===== src/rtl/irq_route_pkg.sv =====
package irq_route_pkg;

    typedef enum logic [1:0] {
        LVL_NONE = 2'd0,
        LVL_HS   = 2'd1,
        LVL_VS   = 2'd2,
        LVL_M    = 2'd3
    } lvl_e;

    typedef struct packed {
        logic m_on;
        logic hs_on;
        logic vs_on;
    } lvl_en_t;

    localparam logic [1:0] PRIV_USER = 2'd0;
    localparam logic [1:0] PRIV_SUP  = 2'd1;
    localparam logic [1:0] PRIV_MACH = 2'd3;

    localparam int SEXT_BIT  = 9;
    localparam int VSEXT_BIT = 10;
    localparam int MEXT_BIT  = 11;

    function automatic logic priv_allows(input logic [1:0] cur,
                                         input logic [1:0] lvl,
                                         input logic       gie);
        return (cur < lvl) || ((cur == lvl) && gie);
    endfunction

endpackage


===== src/rtl/irq_pend_merge.sv =====
module irq_pend_merge #(
    parameter int NIRQ   = 64,
    parameter int GEXT_N = 16,
    parameter int GSEL_W = 6
) (
    input  logic [NIRQ-1:0]   pend_i,
    input  logic [NIRQ-1:0]   en_i,
    input  logic [GEXT_N-1:0] gext_i,
    input  logic [GSEL_W-1:0] gsel_i,
    output logic [NIRQ-1:0]   eff_o
);
    import irq_route_pkg::*;

    logic [GEXT_N-1:0] hit_vec;
    logic              gext_hit;
    logic [NIRQ-1:0]   vs_ext_vec;

    // One compare per guest-external line; an out-of-range select matches none.
    for (genvar g = 0; g < GEXT_N; g++) begin : g_sel
        assign hit_vec[g] = gext_i[g] && (gsel_i == GSEL_W'(g));
    end

    assign gext_hit = |hit_vec;

    always_comb begin
        vs_ext_vec            = '0;
        vs_ext_vec[VSEXT_BIT] = gext_hit;
    end

    assign eff_o = (pend_i | vs_ext_vec) & en_i;

endmodule


===== src/rtl/irq_lvl_enable.sv =====
module irq_lvl_enable (
    input  logic [1:0]               priv_i,
    input  logic                     virt_i,
    input  logic                     m_gie_i,
    input  logic                     s_gie_i,
    output irq_route_pkg::lvl_en_t   en_o
);
    import irq_route_pkg::*;

    always_comb begin
        if (virt_i) begin
            en_o.m_on  = 1'b1;
            en_o.hs_on = 1'b1;
            en_o.vs_on = priv_allows(priv_i, PRIV_SUP, s_gie_i);
        end else begin
            en_o.m_on  = priv_allows(priv_i, PRIV_MACH, m_gie_i);
            en_o.hs_on = priv_allows(priv_i, PRIV_SUP, s_gie_i);
            en_o.vs_on = 1'b0;
        end
    end

endmodule


===== src/rtl/irq_lvl_cascade.sv =====
module irq_lvl_cascade #(
    parameter int         NIRQ   = 64,
    parameter int         IDX_W  = 6,
    parameter logic [7:0] M_DFLT = 8'd128,
    parameter logic [7:0] S_DFLT = 8'd192
) (
    input  logic [NIRQ-1:0]        eff_i,
    input  logic [NIRQ-1:0]        mdeleg_i,
    input  logic [NIRQ-1:0]        hdeleg_i,
    input  irq_route_pkg::lvl_en_t en_i,
    output irq_route_pkg::lvl_e    level_o,
    output logic [NIRQ-1:0]        cand_o,
    output logic [IDX_W-1:0]       ext_num_o,
    output logic [7:0]             ext_dflt_o
);
    import irq_route_pkg::*;

    logic [NIRQ-1:0] m_set;
    logic [NIRQ-1:0] hs_set;
    logic [NIRQ-1:0] vs_set;

    assign m_set  = eff_i & ~mdeleg_i & {NIRQ{en_i.m_on}};
    assign hs_set = eff_i &  mdeleg_i & ~hdeleg_i & {NIRQ{en_i.hs_on}};
    assign vs_set = eff_i &  mdeleg_i &  hdeleg_i & {NIRQ{en_i.vs_on}};

    always_comb begin
        level_o    = LVL_NONE;
        cand_o     = '0;
        ext_num_o  = '0;
        ext_dflt_o = '0;
        if (|m_set) begin
            level_o    = LVL_M;
            cand_o     = m_set;
            ext_num_o  = IDX_W'(MEXT_BIT);
            ext_dflt_o = M_DFLT;
        end else if (|hs_set) begin
            level_o    = LVL_HS;
            cand_o     = hs_set;
            ext_num_o  = IDX_W'(SEXT_BIT);
            ext_dflt_o = S_DFLT;
        end else if (|vs_set) begin
            level_o    = LVL_VS;
            cand_o     = vs_set >> 1;
            ext_num_o  = IDX_W'(SEXT_BIT);
            ext_dflt_o = S_DFLT;
        end
    end

endmodule


===== src/rtl/irq_num_fixup.sv =====
module irq_num_fixup #(
    parameter int IDX_W = 6
) (
    input  irq_route_pkg::lvl_e level_i,
    input  logic                route_valid_i,
    input  logic                sel_valid_i,
    input  logic [IDX_W-1:0]    sel_idx_i,
    output logic                irq_valid_o,
    output logic [IDX_W-1:0]    irq_num_o
);
    import irq_route_pkg::*;

    logic lift;

    assign lift        = (level_i == LVL_VS) && (sel_idx_i != '0);
    assign irq_num_o   = lift ? sel_idx_i + IDX_W'(1) : sel_idx_i;
    assign irq_valid_o = sel_valid_i && route_valid_i;

endmodule


===== src/rtl/irq_route_top.sv =====
module irq_route_top #(
    parameter int         NIRQ   = 64,
    parameter int         GEXT_N = 16,
    parameter int         GSEL_W = 6,
    parameter logic [7:0] M_DFLT = 8'd128,
    parameter logic [7:0] S_DFLT = 8'd192,
    localparam int        IDX_W  = $clog2(NIRQ)
) (
    input  logic              clk,
    input  logic              rst,
    input  logic [NIRQ-1:0]   pend_i,
    input  logic [NIRQ-1:0]   en_i,
    input  logic [NIRQ-1:0]   mdeleg_i,
    input  logic [NIRQ-1:0]   hdeleg_i,
    input  logic [1:0]        priv_i,
    input  logic              virt_i,
    input  logic              m_gie_i,
    input  logic              s_gie_i,
    input  logic [GEXT_N-1:0] gext_i,
    input  logic [GSEL_W-1:0] gsel_i,
    output logic [1:0]        route_level_o,
    output logic              route_valid_o,
    output logic [NIRQ-1:0]   route_cand_o,
    output logic [IDX_W-1:0]  ext_num_o,
    output logic [7:0]        ext_dflt_o,
    input  logic              sel_valid_i,
    input  logic [IDX_W-1:0]  sel_idx_i,
    output logic              irq_valid_o,
    output logic [IDX_W-1:0]  irq_num_o
);
    import irq_route_pkg::*;

    logic [NIRQ-1:0]  eff;
    lvl_en_t          lvl_en;
    lvl_e             level_d, level_q;
    logic [NIRQ-1:0]  cand_d, cand_q;
    logic [IDX_W-1:0] ext_num_d, ext_num_q;
    logic [7:0]       ext_dflt_d, ext_dflt_q;

    irq_pend_merge #(.NIRQ(NIRQ), .GEXT_N(GEXT_N), .GSEL_W(GSEL_W)) u_merge (
        .pend_i (pend_i),
        .en_i   (en_i),
        .gext_i (gext_i),
        .gsel_i (gsel_i),
        .eff_o  (eff)
    );

    irq_lvl_enable u_enable (
        .priv_i  (priv_i),
        .virt_i  (virt_i),
        .m_gie_i (m_gie_i),
        .s_gie_i (s_gie_i),
        .en_o    (lvl_en)
    );

    irq_lvl_cascade #(.NIRQ(NIRQ), .IDX_W(IDX_W), .M_DFLT(M_DFLT), .S_DFLT(S_DFLT)) u_cascade (
        .eff_i      (eff),
        .mdeleg_i   (mdeleg_i),
        .hdeleg_i   (hdeleg_i),
        .en_i       (lvl_en),
        .level_o    (level_d),
        .cand_o     (cand_d),
        .ext_num_o  (ext_num_d),
        .ext_dflt_o (ext_dflt_d)
    );

    always_ff @(posedge clk) begin
        if (rst) begin
            level_q    <= LVL_NONE;
            cand_q     <= '0;
            ext_num_q  <= '0;
            ext_dflt_q <= '0;
        end else begin
            level_q    <= level_d;
            cand_q     <= cand_d;
            ext_num_q  <= ext_num_d;
            ext_dflt_q <= ext_dflt_d;
        end
    end

    assign route_level_o = level_q;
    assign route_valid_o = (level_q != LVL_NONE);
    assign route_cand_o  = cand_q;
    assign ext_num_o     = ext_num_q;
    assign ext_dflt_o    = ext_dflt_q;

    irq_num_fixup #(.IDX_W(IDX_W)) u_fixup (
        .level_i       (level_q),
        .route_valid_i (route_valid_o),
        .sel_valid_i   (sel_valid_i),
        .sel_idx_i     (sel_idx_i),
        .irq_valid_o   (irq_valid_o),
        .irq_num_o     (irq_num_o)
    );

    AST_VS_NEEDS_VIRT: assert property (@(posedge clk) disable iff (rst)
        (level_q == LVL_VS) |-> $past(virt_i));

    AST_HS_DELEG_SPLIT: assert property (@(posedge clk) disable iff (rst)
        (level_q == LVL_HS) |-> (((cand_q & ~$past(mdeleg_i)) == '0) &&
                                 ((cand_q &  $past(hdeleg_i)) == '0)));

    AST_M_UNDELEGATED: assert property (@(posedge clk) disable iff (rst)
        (level_q == LVL_M) |-> ((cand_q & $past(mdeleg_i)) == '0) && (cand_q != '0));

    AST_VS_NUM_SKIPS_ONE: assert property (@(posedge clk) disable iff (rst)
        (irq_valid_o && level_q == LVL_VS) |-> (irq_num_o != IDX_W'(1)));

    AST_IDLE_QUIET: assert property (@(posedge clk) disable iff (rst)
        !route_valid_o |-> (cand_q == '0) && !irq_valid_o && (ext_num_q == '0));

    AST_EXT_HINT: assert property (@(posedge clk) disable iff (rst)
        (level_q == LVL_HS || level_q == LVL_VS) |-> (ext_dflt_q == S_DFLT));

endmodule


===== config.mk =====
export PLATFORM = sky130hd
export DESIGN_NAME = irq_route_top
export DESIGN_NICKNAME = d
export VERILOG_FILES = /design/src/rtl/irq_route_pkg.sv /design/src/rtl/irq_pend_merge.sv /design/src/rtl/irq_lvl_enable.sv /design/src/rtl/irq_lvl_cascade.sv /design/src/rtl/irq_num_fixup.sv /design/src/rtl/irq_route_top.sv
export SDC_FILE = /design/constraint.sdc
export NUM_CORES = 1
export LEC_CHECK = 0
export ABC_AREA = 0
export CORE_AREA = 2 2 149 151
export DETAILED_ROUTE_END_ITERATION = 8
export DIE_AREA = 0 0 151 153
export DONT_BUFFER_PORTS = 1
export PLACE_DENSITY = 0.42
export RECOVER_POWER = 25
export SLEW_MARGIN = 15
export SYNTH_ARGS = -nofsm -noshare
export SYNTH_HDL_FRONTEND = slang
export SYNTH_SLANG_ARGS = --single-unit

===== constraint.sdc =====
create_clock -name clk -period 5.77 [get_ports clk]
set_input_delay 0.577 -clock clk [delete_from_list [all_inputs] [get_ports clk]]
set_output_delay 0.577 -clock clk [all_outputs]
set_load 0.02 [all_outputs]

==> flow_metrics.env <==
export IMPL_die_x_um=151
export IMPL_clkSinkCount=69
export IMPL_drt_wl_total_mm=36.5
export IMPL_postCtsSetupBuffers=0
export IMPL_via_count=7256
export IMPL_cp_top_family="compound AO/OA/AOI/OAI gates"
export IMPL_p_comb_frac=0.182
export IMPL_fmax_mhz=306
export IMPL_synth_edf_count=0
export IMPL_netlist_instances=840
export IMPL_async_flop_share=0
export IMPL_n_fill_cell=2375
export IMPL_fin_crit_sh=0.566
export IMPL_die_area_mm2=0.0231
export IMPL_drtAntennaViolNets=0
export IMPL_cts_buffers=9
export IMPL_cts_root_buf="clkbuf_16"
export IMPL_coreArea_mm2=0.0215
export IMPL_crit_path_end_kind="register"
export IMPL_hold_depth=1
export IMPL_hold_viol_final=0
export IMPL_p_sw_w=0.000459
export IMPL_fin_ws_ns=2.50
export IMPL_rsz0062_at_grt="false"
export IMPL_final_cell_mix="nand4_1, nand2_1, nand4b_1"
export IMPL_cts_resized=0
export IMPL_arrival_ns=3.52
export IMPL_max_cap_violations=0
export IMPL_final_area_mm2=0.00664
export IMPL_cts_tree="yes"
export IMPL_path_buf_inv=1
export IMPL_die_y_um=153
export IMPL_fin_setup_tns_ns=0
export IMPL_grt_pass1_vias=6896
export IMPL_ys_ff_latch=69
export IMPL_p_per_area_mw_per_mm2=219
export IMPL_relSlewSlack=0.410
export IMPL_leakage_nw=1.85
export IMPL_final_common_cell="nand4_1"
export IMPL_row_count=54
export IMPL_fin_nets=1092
export IMPL_drv_slew=0
export IMPL_ys_types=50
export IMPL_fin_crit_ns=3.27
export IMPL_start_util=0.288
export IMPL_dp_hpwl_mm=29.3
export IMPL_ir_drop_mv=0.121
export IMPL_first_iter_violations=648
export IMPL_syn_to_final_growth_pct=7.37
export IMPL_pre_cts_ws_ns=2.15
export IMPL_synthesis_area_mm2=0.00618
export IMPL_internal_power_w=0.000992
export IMPL_critPathMaxStageDelay_ns=0.63
export IMPL_placement_cell_area_mm2=0.00630
export IMPL_cp_cell_sequence="mux4_2, and2_1, o2111a_1, a221oi_4, a2bb2oi_4, buf_4, a21oi_1, a311oi_1"
export IMPL_pin_count=380
export IMPL_seqPwrFrac=0.369
export IMPL_holdCritPathClass="primary input to register"
export IMPL_drive_gt1_frac=0.0423
export IMPL_crit_fanout=62
export IMPL_io_buffers=0
export IMPL_crit_type="primary input to register"
export IMPL_cp_slowest_cell="buf_4"
export IMPL_grt_pass1_wl_mm=49.4
export IMPL_ys_seq_area_frac=0.224
export IMPL_status="completed"
export IMPL_route_detailed_drc=0
export IMPL_p_total_w=0.00145
export IMPL_vias_per_cell=6.70
export IMPL_holdBufCountCts=0
export IMPL_swShare=0.316
export IMPL_gp_congestion=0.904
export IMPL_timing_final_setup_violations=0
export IMPL_antennaDiodeCount=0
export IMPL_cp_num_cells=8
export IMPL_syn_avg_cell_area_um2=7.36
export IMPL_wl_per_cell_um=33.7
export IMPL_grt_max_degree=69
export IMPL_ys_flop_type="dfxtp_1"
export IMPL_tightest_slew_ns=0.884
export IMPL_clkTransAtPathRegs_ns=0.07
export IMPL_antenna_found_initial=0
export IMPL_required_ns=6.02
export IMPL_track_usage=0.302
export IMPL_firstDrtPassIters=7
export IMPL_yosysWarnings=0
export IMPL_htree_levels=3
export IMPL_cts_buffer_depth=2
export IMPL_p_clk_frac=0.449
export IMPL_start_kind="primary input"
export IMPL_grt_overflow=0
==> Yosys cell counts (2+ instances only) <==
| library cell | count | share of area |
|---|---|---|
| a211oi_1 | 3 | 0.0036 |
| a21oi_1 | 65 | 0.053 |
| a311oi_1 | 58 | 0.082 |
| a41oi_1 | 3 | 0.0043 |
| and2_1 | 3 | 0.0030 |
| buf_2 | 9 | 0.0073 |
| buf_4 | 13 | 0.016 |
| buf_6 | 7 | 0.013 |
| clkbuf_1 | 38 | 0.023 |
| dfxtp_1 | 69 | 0.22 |
| ha_1 | 2 | 0.0040 |
| inv_1 | 9 | 0.0055 |
| mux2i_1 | 4 | 0.0065 |
| nand2_1 | 76 | 0.046 |
| nand2b_1 | 17 | 0.017 |
| nand3_1 | 47 | 0.038 |
| nand3b_1 | 53 | 0.064 |
| nand4_1 | 88 | 0.089 |
| nand4b_1 | 71 | 0.10 |
| nor2_1 | 71 | 0.043 |
| nor2b_1 | 2 | 0.0020 |
| nor3_1 | 4 | 0.0032 |
| nor3b_1 | 9 | 0.011 |
| nor4_1 | 17 | 0.017 |
| o2111ai_1 | 13 | 0.018 |
| o21ai_0 | 2 | 0.0016 |
| o22ai_1 | 21 | 0.021 |
| or2_2 | 3 | 0.0030 |
| or3_1 | 39 | 0.039 |
| xnor2_1 | 4 | 0.0057 |
==> state kept, by name, indices dropped and copies added, names as in the netlist <==
register,count
route_level_o,2
ext_dflt_o,1
ext_num_o,2
route_cand_o,64
==> cells by family after synthesis <==
kind of cell	synth area share
XOR/XNOR	0.00709
other	0.000607
multiplexers	0.0119
adder cells (fa/ha/maj)	0.00405
AND/OR/NAND/NOR	0.485
AO/OA/AOI/OAI	0.203
flip-flops	0.224
buffers and inverters	0.0644
==> path summary, 6_finish.rpt <==
path | endpoint | slack, ns | from
worst max-delay path | route_cand_o[17]$_SDFF_PP0_ | 2.50 | gsel_i[0]
worst min-delay path | route_cand_o[43]$_SDFF_PP0_ | 0.31 | rst
==> final cells by class <==
type | instances | area (um^2) | share of cell area
well taps | 280 | 350 | 0.0528
clock inverters | 5 | 82.6 | 0.0124
repair buffers | 6 | 45.0 | 0.00679
inverters | 9 | 33.8 | 0.00509
multi-input cells | 703 | 4490 | 0.677
clock buffers | 11 | 253 | 0.0381
flip-flops and latches | 69 | 1380 | 0.208
==> metrics by stage <==
step / std cells / hold WS, ns / utilization
after CTS: 1083 / 0.289 / 0.309
final: 1083 / 0.306 / 0.309
after global placement: 1067 / 0.662 / 0.293
after global routing: 1083 / 0.290 / 0.309
after detailed placement: 1067 / 0.663 / 0.293
after floorplan: 848 / 0.762 / -
==> power by group through the flow <==
stage	registers [W]	clock network [W]	logic, W
after floorplan	0.000538	0	0.000197
after global placement	0.000547	0	0.000259
after detailed placement	0.000546	0	0.000259
after CTS	0.000536	0.000656	0.000260
after global routing	0.000537	0.000680	0.000280
final	0.000536	0.000651	0.000264
==> routing by layer <==
layer | global-route usage | wire length (um)
met3 | 0.0773 | 3510
met4 | 0.0890 | 835
met2 | 0.519 | 17800
met1 | 0.370 | 14300
met5 | 0 | 0
No activity file was read; power rests on OpenSTA's default activity.
